--- config.mk ---
export PLATFORM = sky130hd
export DESIGN_NAME = bank_timing_guard
export DESIGN_NICKNAME = d
export VERILOG_FILES = /design/src/rtl/bt_pkg.sv /design/src/rtl/bt_cmd_decode.sv /design/src/rtl/bt_speed_table.sv /design/src/rtl/bt_bank_track.sv /design/src/rtl/bank_timing_guard.sv
export SDC_FILE = /design/constraint.sdc
export NUM_CORES = 1
export LEC_CHECK = 0
export BUFFER_PORTS_ARGS = -buffer_cell sky130_fd_sc_hd__buf_2
export CORE_UTILIZATION = 61
export DETAILED_ROUTE_END_ITERATION = 7
export PLACE_DENSITY = 0.89
export SYNTH_ARGS = -nofsm -noshare
export SYNTH_HDL_FRONTEND = slang
export SYNTH_SLANG_ARGS = --single-unit
--- constraint.sdc ---
create_clock -name clk -period 5.2 [get_ports clk]
set_input_delay 1.04 -clock clk [delete_from_list [all_inputs] [get_ports clk]]
set_output_delay 1.04 -clock clk [all_outputs]
set_load 0.1 [all_outputs]
--- src/rtl/bt_pkg.sv ---
package bt_pkg;

  parameter int LIM_W    = 7;
  parameter int NUM_BINS = 5;

  typedef enum logic [2:0] {
    CMD_NONE = 3'd0,
    CMD_ACT  = 3'd1,
    CMD_RD   = 3'd2,
    CMD_WR   = 3'd3,
    CMD_PRE  = 3'd4
  } cmd_e;

  typedef struct packed {
    logic [LIM_W-1:0] trcd;
    logic [LIM_W-1:0] trp;
    logic [LIM_W-1:0] tras;
    logic [LIM_W-1:0] trc;
  } lim_t;

  function automatic int unsigned ceil_div(input int unsigned num, input int unsigned den);
    return (num + den - 1) / den;
  endfunction

  // Limits in cycles for one bin, derived from picosecond values.
  function automatic lim_t bin_limits(input int unsigned idx);
    int unsigned tck;
    int unsigned rcd;
    int unsigned ras;
    lim_t        l;
    case (idx)
      0:       begin tck = 1875; rcd = 13125; ras = 37500; end
      1:       begin tck = 1500; rcd = 13500; ras = 36000; end
      2:       begin tck = 1250; rcd = 13750; ras = 35000; end
      3:       begin tck = 1100; rcd = 13200; ras = 34000; end
      default: begin tck = 1000; rcd = 13000; ras = 33000; end
    endcase
    l.trcd = LIM_W'(ceil_div(rcd, tck));
    l.trp  = LIM_W'(ceil_div(rcd, tck));
    l.tras = LIM_W'(ceil_div(ras, tck));
    l.trc  = LIM_W'(ceil_div(ras + rcd, tck));
    return l;
  endfunction

  function automatic logic [LIM_W-1:0] sat_inc(input logic [LIM_W-1:0] v);
    return (&v) ? v : v + 1'b1;
  endfunction

endpackage

--- src/rtl/bt_cmd_decode.sv ---
module bt_cmd_decode
  import bt_pkg::*;
(
  input  logic cmd_valid,
  input  logic sel_n,
  input  logic row_n,
  input  logic col_n,
  input  logic wen_n,
  output cmd_e cmd
);

  always_comb begin
    cmd = CMD_NONE;
    if (cmd_valid && !sel_n) begin
      case ({row_n, col_n, wen_n})
        3'b011:  cmd = CMD_ACT;
        3'b101:  cmd = CMD_RD;
        3'b100:  cmd = CMD_WR;
        3'b010:  cmd = CMD_PRE;
        default: cmd = CMD_NONE;
      endcase
    end
  end

endmodule

--- src/rtl/bt_speed_table.sv ---
module bt_speed_table
  import bt_pkg::*;
#(
  parameter int BIN_W = 3
) (
  input  logic             clk,
  input  logic [BIN_W-1:0] speed_bin,
  output lim_t             lim_d,
  output lim_t             lim_q
);

  localparam int IDX_W = $clog2(NUM_BINS);

  lim_t            table_q [NUM_BINS];
  logic [IDX_W-1:0] idx;

  for (genvar b = 0; b < NUM_BINS; b++) begin : g_bin
    assign table_q[b] = bin_limits(b);
  end

  always_comb begin
    if (int'(speed_bin) >= NUM_BINS) idx = IDX_W'(NUM_BINS - 1);
    else                             idx = IDX_W'(speed_bin);
  end

  assign lim_d = table_q[idx];

  always_ff @(posedge clk) begin
    lim_q <= lim_d;
  end

endmodule

--- src/rtl/bt_bank_track.sv ---
module bt_bank_track
  import bt_pkg::*;
(
  input  logic clk,
  input  logic rst,
  input  logic hit,
  input  cmd_e cmd,
  input  lim_t lim_q,
  input  lim_t lim_d,
  output logic bad,
  output logic act_rdy,
  output logic rw_rdy,
  output logic pre_rdy
);

  logic             open_q, open_d;
  logic [LIM_W-1:0] act_cnt, act_cnt_d;
  logic [LIM_W-1:0] pre_cnt, pre_cnt_d;
  logic             act_ok, rw_ok, pre_ok;
  logic             do_act, do_pre;
  logic             is_rw;

  assign is_rw  = (cmd == CMD_RD) || (cmd == CMD_WR);
  assign act_ok = !open_q && (pre_cnt >= lim_q.trp) && (act_cnt >= lim_q.trc);
  assign rw_ok  = open_q && (act_cnt >= lim_q.trcd);
  assign pre_ok = !open_q || (act_cnt >= lim_q.tras);

  assign bad = hit && (((cmd == CMD_ACT) && !act_ok) ||
                       (is_rw && !rw_ok) ||
                       ((cmd == CMD_PRE) && !pre_ok));

  assign do_act = hit && (cmd == CMD_ACT) && act_ok;
  assign do_pre = hit && (cmd == CMD_PRE) && open_q && pre_ok;

  always_comb begin
    open_d    = open_q;
    act_cnt_d = sat_inc(act_cnt);
    pre_cnt_d = sat_inc(pre_cnt);
    if (do_act) begin
      open_d    = 1'b1;
      act_cnt_d = LIM_W'(1);
    end
    if (do_pre) begin
      open_d    = 1'b0;
      pre_cnt_d = LIM_W'(1);
    end
  end

  always_ff @(posedge clk) begin
    if (rst) begin
      open_q  <= 1'b0;
      act_cnt <= '1;
      pre_cnt <= '1;
      act_rdy <= 1'b1;
      rw_rdy  <= 1'b0;
      pre_rdy <= 1'b1;
    end else begin
      open_q  <= open_d;
      act_cnt <= act_cnt_d;
      pre_cnt <= pre_cnt_d;
      act_rdy <= !open_d && (pre_cnt_d >= lim_d.trp) && (act_cnt_d >= lim_d.trc);
      rw_rdy  <= open_d && (act_cnt_d >= lim_d.trcd);
      pre_rdy <= !open_d || (act_cnt_d >= lim_d.tras);
    end
  end


  open_rise_chk: assert property (@(posedge clk) disable iff (rst)
    $rose(open_q) |-> $past(hit && (cmd == CMD_ACT)));


  open_fall_chk: assert property (@(posedge clk) disable iff (rst)
    $fell(open_q) |-> $past(hit && (cmd == CMD_PRE)));


  age_restart_chk: assert property (@(posedge clk) disable iff (rst)
    $rose(open_q) |-> (act_cnt == LIM_W'(1)));


  rdy_excl_chk: assert property (@(posedge clk) disable iff (rst)
    !(act_rdy && rw_rdy));

endmodule

--- src/rtl/bank_timing_guard.sv ---
module bank_timing_guard
  import bt_pkg::*;
#(
  parameter int BANKS = 8,
  parameter int BIN_W = 3,
  localparam int BA_W = $clog2(BANKS)
) (
  input  logic             clk,
  input  logic             rst,
  input  logic             cmd_valid,
  input  logic             sel_n,
  input  logic             row_n,
  input  logic             col_n,
  input  logic             wen_n,
  input  logic [BA_W-1:0]  bank_sel,
  input  logic [BIN_W-1:0] speed_bin,
  output logic [BANKS-1:0] act_rdy,
  output logic [BANKS-1:0] rw_rdy,
  output logic [BANKS-1:0] pre_rdy,
  output logic             err
);

  cmd_e             cmd;
  lim_t             lim_d, lim_q;
  logic [BANKS-1:0] hit_vec;
  logic [BANKS-1:0] bad_vec;

  bt_cmd_decode u_dec (
    .cmd_valid (cmd_valid),
    .sel_n     (sel_n),
    .row_n     (row_n),
    .col_n     (col_n),
    .wen_n     (wen_n),
    .cmd       (cmd)
  );

  bt_speed_table #(.BIN_W(BIN_W)) u_tbl (
    .clk       (clk),
    .speed_bin (speed_bin),
    .lim_d     (lim_d),
    .lim_q     (lim_q)
  );

  for (genvar i = 0; i < BANKS; i++) begin : g_bank
    assign hit_vec[i] = (cmd != CMD_NONE) && (bank_sel == BA_W'(i));

    bt_bank_track u_trk (
      .clk     (clk),
      .rst     (rst),
      .hit     (hit_vec[i]),
      .cmd     (cmd),
      .lim_q   (lim_q),
      .lim_d   (lim_d),
      .bad     (bad_vec[i]),
      .act_rdy (act_rdy[i]),
      .rw_rdy  (rw_rdy[i]),
      .pre_rdy (pre_rdy[i])
    );
  end

  always_ff @(posedge clk) begin
    if (rst) err <= 1'b0;
    else     err <= |bad_vec;
  end


  hit_onehot_chk: assert property (@(posedge clk) disable iff (rst)
    $onehot0(hit_vec));


  err_src_chk: assert property (@(posedge clk) disable iff (rst)
    err |-> $past(cmd != CMD_NONE));


  mask_quiet_chk: assert property (@(posedge clk) disable iff (rst)
    (sel_n || !cmd_valid) |=> !err);

endmodule

==> flow_summary.json, run 1 <==
{
  "area_delta_synth_final_pct": 6.932,
  "synth.most_common_cell": "ha_1",
  "viasPerCell": 6.479,
  "final_max_slew_viol_count": 0,
  "powerDensity_nw_per_um2": 600.1,
  "track_usage": 0.3239,
  "fin_ws_ns": 0.7910,
  "num_vias": 12420,
  "synthFlopType": "dfxtp_1",
  "slowest_stage": "inv_1",
  "critical_path.max_fanout": 13,
  "clockPowerShare": 0.142,
  "internal_power_mw": 4.976,
  "multi_input_area_sq_um": 10370,
  "critPathMaxStageDelay_ns": 0.64,
  "hold_viol": 0,
  "path_clk_slew_ns": 0.07,
  "ir_drop_v": 0.0003186,
  "cts_resized": 0,
  "maxCapViolCount": 0,
  "ctsHtreeMaxLevel": 4,
  "drc": 0,
  "synth_top_area_frac": 0.3051,
  "cts_tree": "done",
  "antenna_found_initial": 3,
  "startpoint_type": "flop",
  "place.gp.congestion": 0.9441,
  "post-cts-setup-buffers": 0,
  "cp-end-kind": "flop",
  "ff_latch_area_sq_um": 3163,
  "synth_edf_count": 0,
  "seqPwrFrac": 0.217,
  "grt_pass1_vias": 12050,
  "crit_required_ns": 5.51,
  "fin_tns_setup_ns": 0,
  "pin_count": 38,
  "finalSetupViolCount": 0,
  "post-dp-hpwl_mm": 26.72,
  "wl_per_cell_um": 19.87,
  "yosysSeqAreaShare": 0.2256,
  "synthCells": 1601,
  "clock.fmax_ghz": 0.2268,
  "crit_buf_inv": 1,
  "die_h_um": 153.6,
  "routed_wl_mm": 38.09,
  "grt_pass1_wl_mm": 60.67,
  "cts_buffer_depth": 2,
  "r2r_setup_slack_ns": 0.79,
  "ant_nets": 0,
  "outcome": "finished, final reports clean",
  "p_comb_frac": 0.641,
  "syn_nets": 1956,
  "crit_chain": "inv_1 > ha_1 > o21ai_0 > a21oi_1 > o21ai_0 > nor3_4 > nor2_1 > ha_1 > nand2b_1 > a21o_1 > a21o_1 > a21oi_1 > nor2b_1 > o21ai_0 > or4b_1",
  "ys_async_sr_fraction": 0,
  "path_common_cell": "o21ai_0",
  "clock-root-buffer": "clkbuf_16",
  "switchingPower_mw": 4.023,
  "path_delay_family": "compound AO/OA/AOI/OAI gates",
  "ctsHoldBuffers": 0,
  "cts_inserted_buffers": 17,
  "swShare": 0.4470,
  "grt_max_degree": 68,
  "power_leakage_nw": 7.143,
  "core_area_sq_um": 22570,
  "synth.area.top_cells": "ha_1, dfxtp_1, a21o_1, or2_2, nor2_1",
  "die_w_um": 153.6,
  "ys_top_cells_by_count": "ha_1, dfxtp_1, nor2_1, a21o_1, or2_2",
  "syn_area_per_cell_sq_um": 8.759,
  "pre_cts_ws_ns": 0.6790,
  "tightest_slew_ns": 0.9769,
  "clock-sinks": 158,
  "timing.final.crit_share": 0.8479,
  "yosys_warnings": 0,
  "clock_latency_ns": 0.44,
  "fillCellCount": 1756,
  "slew_headroom": 0.3480,
  "dieArea_sq_um": 23600,
  "synth_cell_type_count": 64,
  "crit_arrival_ns": 4.72,
  "firstDrtPassIters": 5,
  "period_minus_slack_ns": 4.409,
  "crit_type": "reg -> reg",
  "start_util": 0.6213,
  "syn-cell-area_sq_um": 14020,
  "rsz0062_at_grt": "false",
  "grt_overflow": 0,
  "layout-drive-gt1-share": 0.1135,
  "drt_iter0_drc": 1065,
  "nets": 1973,
  "portBuffers": 37,
  "ys_ff_latch": 158,
  "clock_skew_ns": 0.01154,
  "hold_path.class": "reg -> reg",
  "rows": 55,
  "synth_top_cell_by_area": "ha_1",
  "final_util": 0.6644
}
==> state kept, by name, summed over array words and instances, names as in the netlist <==
signal,count
u_tbl.lim_q,13
g_bank.u_trk.act_rdy,8
g_bank.u_trk.rw_rdy,8
g_bank.u_trk.act_cnt,56
g_bank.u_trk.open_q,8
g_bank.u_trk.pre_rdy,8
g_bank.u_trk.pre_cnt,56
err,1
==> stage by stage <==
stage                     std cells  power [mW]  hold slack (ns)  instance area [sq um]
after global placement         1884       7.108           0.5136                  14410
after global routing           1915       9.909           0.5881                  14990
final                          1917       8.999           0.5561                  15000
after detailed placement       1884       7.540           0.5454                  14410
after floorplan                1601       6.281           0.4895                  14020
after CTS                      1915       8.913           0.5584                  14990
==> cell type report <==
type,count,area share
tap,285,0.02378
multi-input combinational,1338,0.6915
inverter,47,0.01176
clock buffer,21,0.03137
timing repair buffer,56,0.02270
antenna,2,0.0003338
sequential,158,0.2109
clock inverter,10,0.007593
==> worst min-delay path, delay by kind of cell, from the launching register on <==
family,cells,cell delay [ns]
compound gates,2,0.15
flops,1,0.36
==> path summary, 6_finish.rpt <==
| kind | startpoint | end | depth (start not counted) |
|---|---|---|---|
| min | g_bank[4].u_trk.pre_cnt[6]$_SDFF_PP1_ | g_bank[4].u_trk.pre_cnt[6]$_SDFF_PP1_ | 2 |
| min reg2reg | g_bank[4].u_trk.pre_cnt[6]$_SDFF_PP1_ | g_bank[4].u_trk.pre_cnt[6]$_SDFF_PP1_ | 2 |
| max reg2reg | u_tbl.lim_q[22]$_DFF_P_ | g_bank[6].u_trk.pre_rdy$_SDFF_PP1_ | 15 |
| max | u_tbl.lim_q[22]$_DFF_P_ | g_bank[6].u_trk.pre_rdy$_SDFF_PP1_ | 15 |
==> cells by family (layout without fill, tap and decap cells) <==
kind of cell	after synthesis	after routing	share of synthesized area
compound gates	366	366	0.1709
flops	158	158	0.2256
xor+xnor	57	57	0.03560
fa+ha+maj	342	342	0.3051
buf+inv	105	134	0.03542
other cells	0	2	0
mux	12	12	0.008566
simple gates	561	561	0.2189
==> power groups by stage <==
| stage | clock network, mW | logic, mW | registers [mW] |
|---|---|---|---|
| floorplan | 0 | 4.47 | 1.81 |
| global placement | 0 | 5.18 | 1.93 |
| detailed placement | 0 | 5.59 | 1.95 |
| CTS | 1.28 | 5.71 | 1.93 |
| global route | 1.33 | 6.60 | 1.98 |
| finish | 1.28 | 5.77 | 1.95 |
==> routing by layer <==
layer | GRT usage | share of wire | wire (um) | vias to the layer above
met5 | 0 | 0 | 0 | -
met4 | 0.1571 | 0.041 | 1559 | 0
met3 | 0.06426 | 0.090 | 3441 | 138
met2 | 0.5294 | 0.45 | 17080 | 566
met1 | 0.4077 | 0.42 | 16010 | 5835
li1 | - | - | - | 5881
==> placed cells by master, fill, tap and decap left out, types with 7 or more instances in the layout <==
cell type	count
xnor2_1	27
clkbuf_16	17
or3_1	18
a31oi_1	24
nor2_1	131
and3_1	17
nor2b_1	22
buf_4	18
and2_1	7
xor2_1	30
buf_2	37
ha_1	342
o21ai_0	73
a211o_1	10
o21bai_1	17
dfxtp_1	158
or2_2	86
nor3_1	22
nand2b_1	59
nand4_1	20
nor4_1	13
a21o_1	96
inv_1	47
nand2_1	64
a211oi_1	22
a21oi_1	74
nand3_1	51
and4_1	17
mux2i_1	12
Note: power is estimated with default switching activity, not from simulation.
==> run 2: changes to the inputs <==
Settings changed: CORE_UTILIZATION 61 to 58.
Clock period 5.2 ns to 3.6 ns, I/O delays scaled along.
==> run 2 against run 1 <==
  * The flow now finishes with violations (design-rule violations, negative setup slack)
  * First-iteration DRC count increased by 4.5%
  * Critical path type unchanged
  * Via count increased by 6.4%
  * Worst hold slack got worse by 0.0052 ns
  * Die area increased by 5.1%
  * Global-route usage increased by 1.9 points
  * Critical path depth unchanged
  * Non-clock buffer count increased by 106
  * Largest cell class unchanged
  * Sequential share of layout area decreased by 1.5 points
  * Design area increased by 7.7%
==> flow_summary.json, run 2 (synthesized netlist as in run 1, its figures left out) <==
{
  "core_area_sq_um": 23610,
  "drc": 1,
  "critPathMaxStageDelay_ns": 0.38,
  "crit_chain": "clkinvlp_4 > buf_6 > ha_1 > o21ai_0 > o21ai_0 > and4_4 > nor2_4 > ha_1 > nand2b_1 > a21o_1 > a21o_1 > a21o_1 > a21o_1 > a211o_1 > a31o_2",
  "r2r_setup_slack_ns": -0.02,
  "violations": "design-rule violations, negative setup slack",
  "clock_latency_ns": 0.46,
  "start_util": 0.5939,
  "slowest_stage": "o21ai_0",
  "crit_buf_inv": 2,
  "dp.cells": 2018,
  "routed_wl_mm": 41.77,
  "viasPerCell": 6.413,
  "ctsHtreeMaxLevel": 4,
  "design_area_sq_um": 16160,
  "grt_pass1_wl_mm": 66.01,
  "firstDrtPassIters": 7,
  "clock.fmax_ghz": 0.2764,
  "power_leakage_nw": 7.702,
  "place_area_sq_um": 15320,
  "nets": 2079,
  "mostFrequentLayoutCell": "ha_1",
  "ir_drop_v": 0.0003612,
  "timing.final.crit_share": 1.005,
  "maxCapViolCount": 0,
  "portBuffers": 37,
  "die_w_um": 157.5,
  "crit_type": "reg -> reg",
  "endpoint": "g_bank[2].u_trk.act_rdy$_SDFF_PP1_",
  "startpoint_type": "flop",
  "cp-end-kind": "flop",
  "cts_buffer_depth": 2,
  "drt_iter0_drc": 1113,
  "post-dp-hpwl_mm": 29.49,
  "dieArea_sq_um": 24800,
  "powerDensity_nw_per_um2": 869.1,
  "pin_count": 38,
  "outcome": "complete, but fails checks",
  "layout-drive-gt1-share": 0.1934,
  "grt_max_degree": 98,
  "critical_path.max_fanout": 7,
  "crit_arrival_ns": 3.97,
  "clock-sinks": 158,
  "fillCellCount": 1682,
  "cts_inserted_buffers": 17,
  "hold_viol": 0,
  "r2r-end": "g_bank[2].u_trk.act_rdy$_SDFF_PP1_",
  "rsz0062_at_grt": "true",
  "die_h_um": 157.5,
  "grt_overflow": 0,
  "wl_per_cell_um": 20.28,
  "crit_required_ns": 3.95,
  "most-common-layout-cells": "ha_1, dfxtp_1, nor2_1",
  "period_minus_slack_ns": 3.618,
  "place.gp.congestion": 0.9948,
  "fin_cells": 2060,
  "num_vias": 13210,
  "tightest_slew_ns": 0.9720,
  "path_depth": 15,
  "crit_start": "u_tbl.lim_q[24]$_DFF_P_",
  "area_delta_synth_final_pct": 15.20,
  "finalSetupViolCount": 1,
  "largestRegisters": "g_bank.u_trk.act_cnt: 56 flops, g_bank.u_trk.pre_cnt: 56 flops, u_tbl.lim_q: 13 flops",
  "track_usage": 0.3432,
  "hold_path.class": "reg -> reg",
  "path_common_cell": "a21o_1",
  "cts_tree": "done",
  "rr_worst_depth": 15,
  "path_clk_slew_ns": 0.07,
  "fin_ws_ns": -0.01756,
  "ant_nets": 0,
  "clock_skew_ns": 0.01118,
  "slew_headroom": 0.3520,
  "path_delay_family": "compound AO/OA/AOI/OAI gates",
  "final_max_slew_viol_count": 0,
  "antenna_found_initial": 3,
  "clock-root-buffer": "clkbuf_16",
  "rows": 56,
  "crit-reg2reg-launch": "u_tbl.lim_q[24]$_DFF_P_",
  "grt_pass1_vias": 13100
}
## run 2: repair_timing
action	4_1_cts	5_1_grt
hold buffers	0	0
buffers inserted	1	5
resized for setup	7	51
pin swaps	1	10
endpoints found under the setup margin	6	15
## run 2: worst min-delay path, delay by kind of cell, from the launching register on
family	cells	cell delay (ns)
AO/OA/AOI/OAI	2	0.17
flip-flops	1	0.35
## run 2: final cells by class
class                   count  area [sq um]  share of cell area
flip-flops and latches    158          3169              0.1962
repair buffers            162          1246             0.07714
multi-input cells        1338         10550              0.6529
inverters                  47         183.9             0.01138
clock buffers              17         425.4             0.02633
diodes                      4         10.01           0.0006196
clock inverters            15         173.9             0.01077
well taps                 319         399.1             0.02471
## run 2: worst min path at each step
stage	endpoint	depth (start not counted)	startpoint	slack, ns
global route	g_bank[0].u_trk.pre_cnt[6]$_SDFF_PP1_	2	g_bank[0].u_trk.pre_cnt[6]$_SDFF_PP1_	0.59
detailed placement	g_bank[4].u_trk.pre_cnt[6]$_SDFF_PP1_	2	g_bank[4].u_trk.pre_cnt[6]$_SDFF_PP1_	0.54
finish	g_bank[4].u_trk.pre_cnt[6]$_SDFF_PP1_	2	g_bank[4].u_trk.pre_cnt[6]$_SDFF_PP1_	0.55
floorplan	g_bank[4].u_trk.pre_cnt[6]$_SDFF_PP1_	2	g_bank[4].u_trk.pre_cnt[6]$_SDFF_PP1_	0.49
CTS	g_bank[4].u_trk.pre_cnt[6]$_SDFF_PP1_	2	g_bank[4].u_trk.pre_cnt[6]$_SDFF_PP1_	0.55
global placement	g_bank[4].u_trk.pre_cnt[6]$_SDFF_PP1_	2	g_bank[4].u_trk.pre_cnt[6]$_SDFF_PP1_	0.51
## run 2: report_power, final
group	total, mW	leakage, nW	switching, mW	internal, mW
combinational	9.41	6.12	4.88	4.53
clock	1.92	0.282	0.871	1.04
sequential	2.72	1.30	0.539	2.18
total	14.0	7.70	6.29	7.75
## run 2: layer usage
| metal | share of wire | global-route usage | routed length (um) |
|---|---|---|---|
| met1 | 0.40 | 0.4013 | 16660 |
| met2 | 0.45 | 0.5582 | 18700 |
| met3 | 0.087 | 0.08122 | 3636 |
| met4 | 0.066 | 0.2293 | 2768 |
| met5 | 0.00029 | 0 | 12 |
## run 2: metrics by stage
stage | utilization | total power [mW] | hold WS [ns] | TNS, ns | setup slack, ns
after detailed placement | 0.6488 | 11.57 | 0.5353 | -0.3161 | -0.07181
final | 0.6842 | 14.04 | 0.5509 | -0.01756 | -0.01756
after floorplan | - | 9.095 | 0.4895 | 0 | 0.001227
after CTS | 0.6752 | 13.69 | 0.5531 | 0 | 0.007807
after global routing | 0.6840 | 15.38 | 0.5914 | -0.2034 | -0.07921
after global placement | 0.6488 | 10.84 | 0.5112 | -0.01875 | -0.01875
==> run 3: changes to the inputs <==
Settings changed: ABC_AREA set to 1, CORE_UTILIZATION 58 to 59, PLACE_DENSITY 0.89 to 0.9, SKIP_LAST_GASP set to 1, SLEW_MARGIN set to 20.
==> run 3 against run 2 <==
  * The flow now finishes without violations
  * Sequential share of layout area fell by 0.80 points
  * Via count rose by 16%
  * Worst setup slack improved by 0.20 ns
  * Flip-flop and latch count did not move
==> flow_summary.json, run 3 <==
{
  "synth_top_cell_by_area": "ha_1",
  "crit_start": "u_tbl.lim_q[4]$_DFF_P_",
  "finalSetupViolCount": 0,
  "die_h_um": 163.7,
  "drt_iter0_drc": 1305,
  "rows": 58,
  "firstDrtPassIters": 7,
  "power_leakage_nw": 9.119,
  "start_util": 0.6070,
  "most-common-layout-cells": "nand2_1, ha_1, inv_1",
  "maxCapViolCount": 0,
  "slowest_stage": "dfxtp_1",
  "clock-root-buffer": "clkbuf_16",
  "num_vias": 15390,
  "tightest_slew_ns": 0.7962,
  "syn-cell-area_sq_um": 15420,
  "track_usage": 0.3309,
  "grt_overflow": 0,
  "clock-sinks": 158,
  "rr_worst_depth": 22,
  "clock_skew_ns": 0.01684,
  "critical_path.max_fanout": 7,
  "cts_inserted_buffers": 17,
  "p_total_mw": 14.25,
  "synthCells": 2209,
  "ctsHoldBuffers": 0,
  "cts_tree": "done",
  "grt_pass1_wl_mm": 70.21,
  "ys_async_sr_fraction": 0,
  "viasPerCell": 5.874,
  "portBuffers": 37,
  "clock.fmax_ghz": 0.2923,
  "mostFrequentLayoutCell": "nand2_1",
  "synth_edf_count": 0,
  "powerDensity_nw_per_um2": 847.4,
  "syn_nets": 2564,
  "ant_nets": 0,
  "crit_chain": "clkinvlp_4 > buf_12 > buf_4 > ha_1 > nand2_1 > nor3_1 > nand2_1 > nand3_1 > nand3_1 > nor2_4 > inv_2 > nand2_1 > inv_1 > ha_1 > a21oi_1 > o211ai_1 > nand3_1 > nand2_1 > a21oi_1 > nand2_1 > nand3_1 > nand2_1",
  "multi_input_area_sq_um": 10790,
  "r2r_setup_slack_ns": 0.18,
  "ir_drop_v": 0.0004152,
  "layout-drive-gt1-share": 0.08490,
  "yosys_warnings": 0,
  "ys_ff_latch": 158,
  "rsz0062_at_grt": "true",
  "r2r-end": "g_bank[0].u_trk.act_rdy$_SDFF_PP1_",
  "cts_buffer_depth": 2,
  "synth.most_common_cell": "nand2_1",
  "slew_headroom": 0.4686,
  "synth_cell_type_count": 47,
  "grt_max_degree": 69,
  "holdWs_ns": 0.4833,
  "startpoint_type": "flop",
  "hold_viol": 0,
  "outcome": "finished, final reports clean",
  "crit_arrival_ns": 3.74,
  "clock_latency_ns": 0.46,
  "critPathMaxStageDelay_ns": 0.36,
  "endpoint": "g_bank[0].u_trk.act_rdy$_SDFF_PP1_",
  "die_w_um": 163.7,
  "place.gp.congestion": 0.9774,
  "pin_count": 38,
  "crit-reg2reg-launch": "u_tbl.lim_q[4]$_DFF_P_",
  "cp-end-kind": "flop",
  "drc": 0,
  "synth.area.top_cells": "ha_1, dfxtp_1, nand2_1, inv_1, nor2_1",
  "path_clk_slew_ns": 0.08,
  "post-dp-hpwl_mm": 31.84,
  "area_delta_synth_final_pct": 9.041,
  "synth_top_area_frac": 0.2776,
  "yosysSeqAreaShare": 0.2052,
  "final_util": 0.6619,
  "path_common_cell": "nand2_1",
  "period_minus_slack_ns": 3.421,
  "timing.final.crit_share": 0.9503,
  "fillCellCount": 2032,
  "crit_required_ns": 3.92,
  "largestRegisters": "g_bank.u_trk.act_cnt: 56 flops, g_bank.u_trk.pre_cnt: 56 flops, u_tbl.lim_q: 13 flops",
  "nets": 2627,
  "grt_pass1_vias": 14910,
  "ys_top_cells_by_count": "nand2_1, ha_1, inv_1, dfxtp_1, nor2_1",
  "dieArea_sq_um": 26780,
  "crit_type": "reg -> reg",
  "ctsHtreeMaxLevel": 4,
  "final_max_slew_viol_count": 0,
  "syn_area_per_cell_sq_um": 6.979,
  "antenna_found_initial": 3,
  "ff_latch_area_sq_um": 3163,
  "wl_per_cell_um": 16.78,
  "hold_path.class": "in -> reg",
  "routed_wl_mm": 43.94,
  "synthFlopType": "dfxtp_1",
  "core_area_sq_um": 25400
}
==> run 3: changes by cell type in the layout (fill, tap and decap cells not counted), moves of 23 or more <==
cell      previous run  this run
a21o_1              96         2
nor2_1             120       154
buf_4              115        53
nand3_1             50       114
nor3_1              21        52
nand2b_1            59         0
nand3b_1             2        25
a21oi_1             72       112
o21ai_0             63        88
nand2_1             64       577
or2_2               86        15
nand4_1             20        51
inv_1               42       305
==> run 3: worst min path at each step <==
stage                                                     start  cells past startpoint  slack [ns]                                    end
after floorplan           g_bank[7].u_trk.pre_cnt[6]$_SDFF_PP1_                      2        0.50  g_bank[7].u_trk.pre_cnt[6]$_SDFF_PP1_
after global placement    g_bank[7].u_trk.pre_cnt[6]$_SDFF_PP1_                      2        0.53  g_bank[7].u_trk.pre_cnt[6]$_SDFF_PP1_
after detailed placement  g_bank[7].u_trk.pre_cnt[6]$_SDFF_PP1_                      2        0.54  g_bank[7].u_trk.pre_cnt[6]$_SDFF_PP1_
after CTS                                          speed_bin[0]                      2        0.47                u_tbl.lim_q[22]$_DFF_P_
after global routing                               speed_bin[0]                      2        0.48                u_tbl.lim_q[22]$_DFF_P_
final                                              speed_bin[0]                      2        0.48                u_tbl.lim_q[22]$_DFF_P_
==> run 3: metrics by stage <==
stage	setup TNS, ns	cell area, sq um	std cells	setup slack, ns
3_3_place_gp	0	16110	2573	0.2300
3_5_place_dp	0	16110	2573	0.1322
5_1_grt	-0.2693	16800	2615	-0.08879
4_1_cts	0	16670	2605	0.1584
6_report	0	16810	2619	0.1791
2_1_floorplan	0	15420	2209	0.1693
==> run 3: where the power goes <==
part	total [mW]	switching (mW)	internal [mW]
registers	2.84	0.624	2.22
clock network	1.82	0.889	0.929
logic	9.59	5.71	3.88
total	14.2	7.22	7.03
==> run 3: cell families (layout without fill, tap and decap cells) <==
family                   after synthesis  in the layout  share of synthesized area
adder cells (fa/ha/maj)              342            342                     0.2776
buffers and inverters                368            444                    0.09698
multiplexers                          16             16                    0.01039
flip-flops                           158            158                     0.2052
other                                  0              4                          0
AO/OA/AOI/OAI                        257            257                    0.09300
AND/OR/NAND/NOR                     1028           1028                     0.2942
XOR/XNOR                              40             40                    0.02272
==> run 3: area by class of cell <==
cell class,count,share of cell area
Sequential cell,158,0.1882
Antenna cell,4,0.0005954
Clock buffer,18,0.02612
Clock inverter,14,0.007145
Tap cell,330,0.02456
Multi-Input combinational cell,1683,0.6416
Timing Repair Buffer,95,0.04012
Inverter,317,0.07167
==> run 3: layer usage <==
layer / vias up / GRT usage / wire, um
met3: 247 / 0.07364 / 4423
met5: - / 0 / 0
met1: 6960 / 0.3906 / 16800
li1: 7421 / - / -
met2: 757 / 0.5420 / 19760
met4: 0 / 0.2083 / 2956
==> run 3: critical path: cells and delay by family, from the launching register on <==
family	cells	cell delay, ns
buf+inv	5	0.60
compound gates	3	0.35
fa+ha+maj	2	0.64
flops	1	0.36
simple gates	12	1.33
==> run 3: repair_timing <==
item                                    4_1_cts  5_1_grt
gates resized for setup                       0       10
hold endpoints to repair                      0        0
setup buffers                                 0       10
endpoints found under the setup margin        0       13
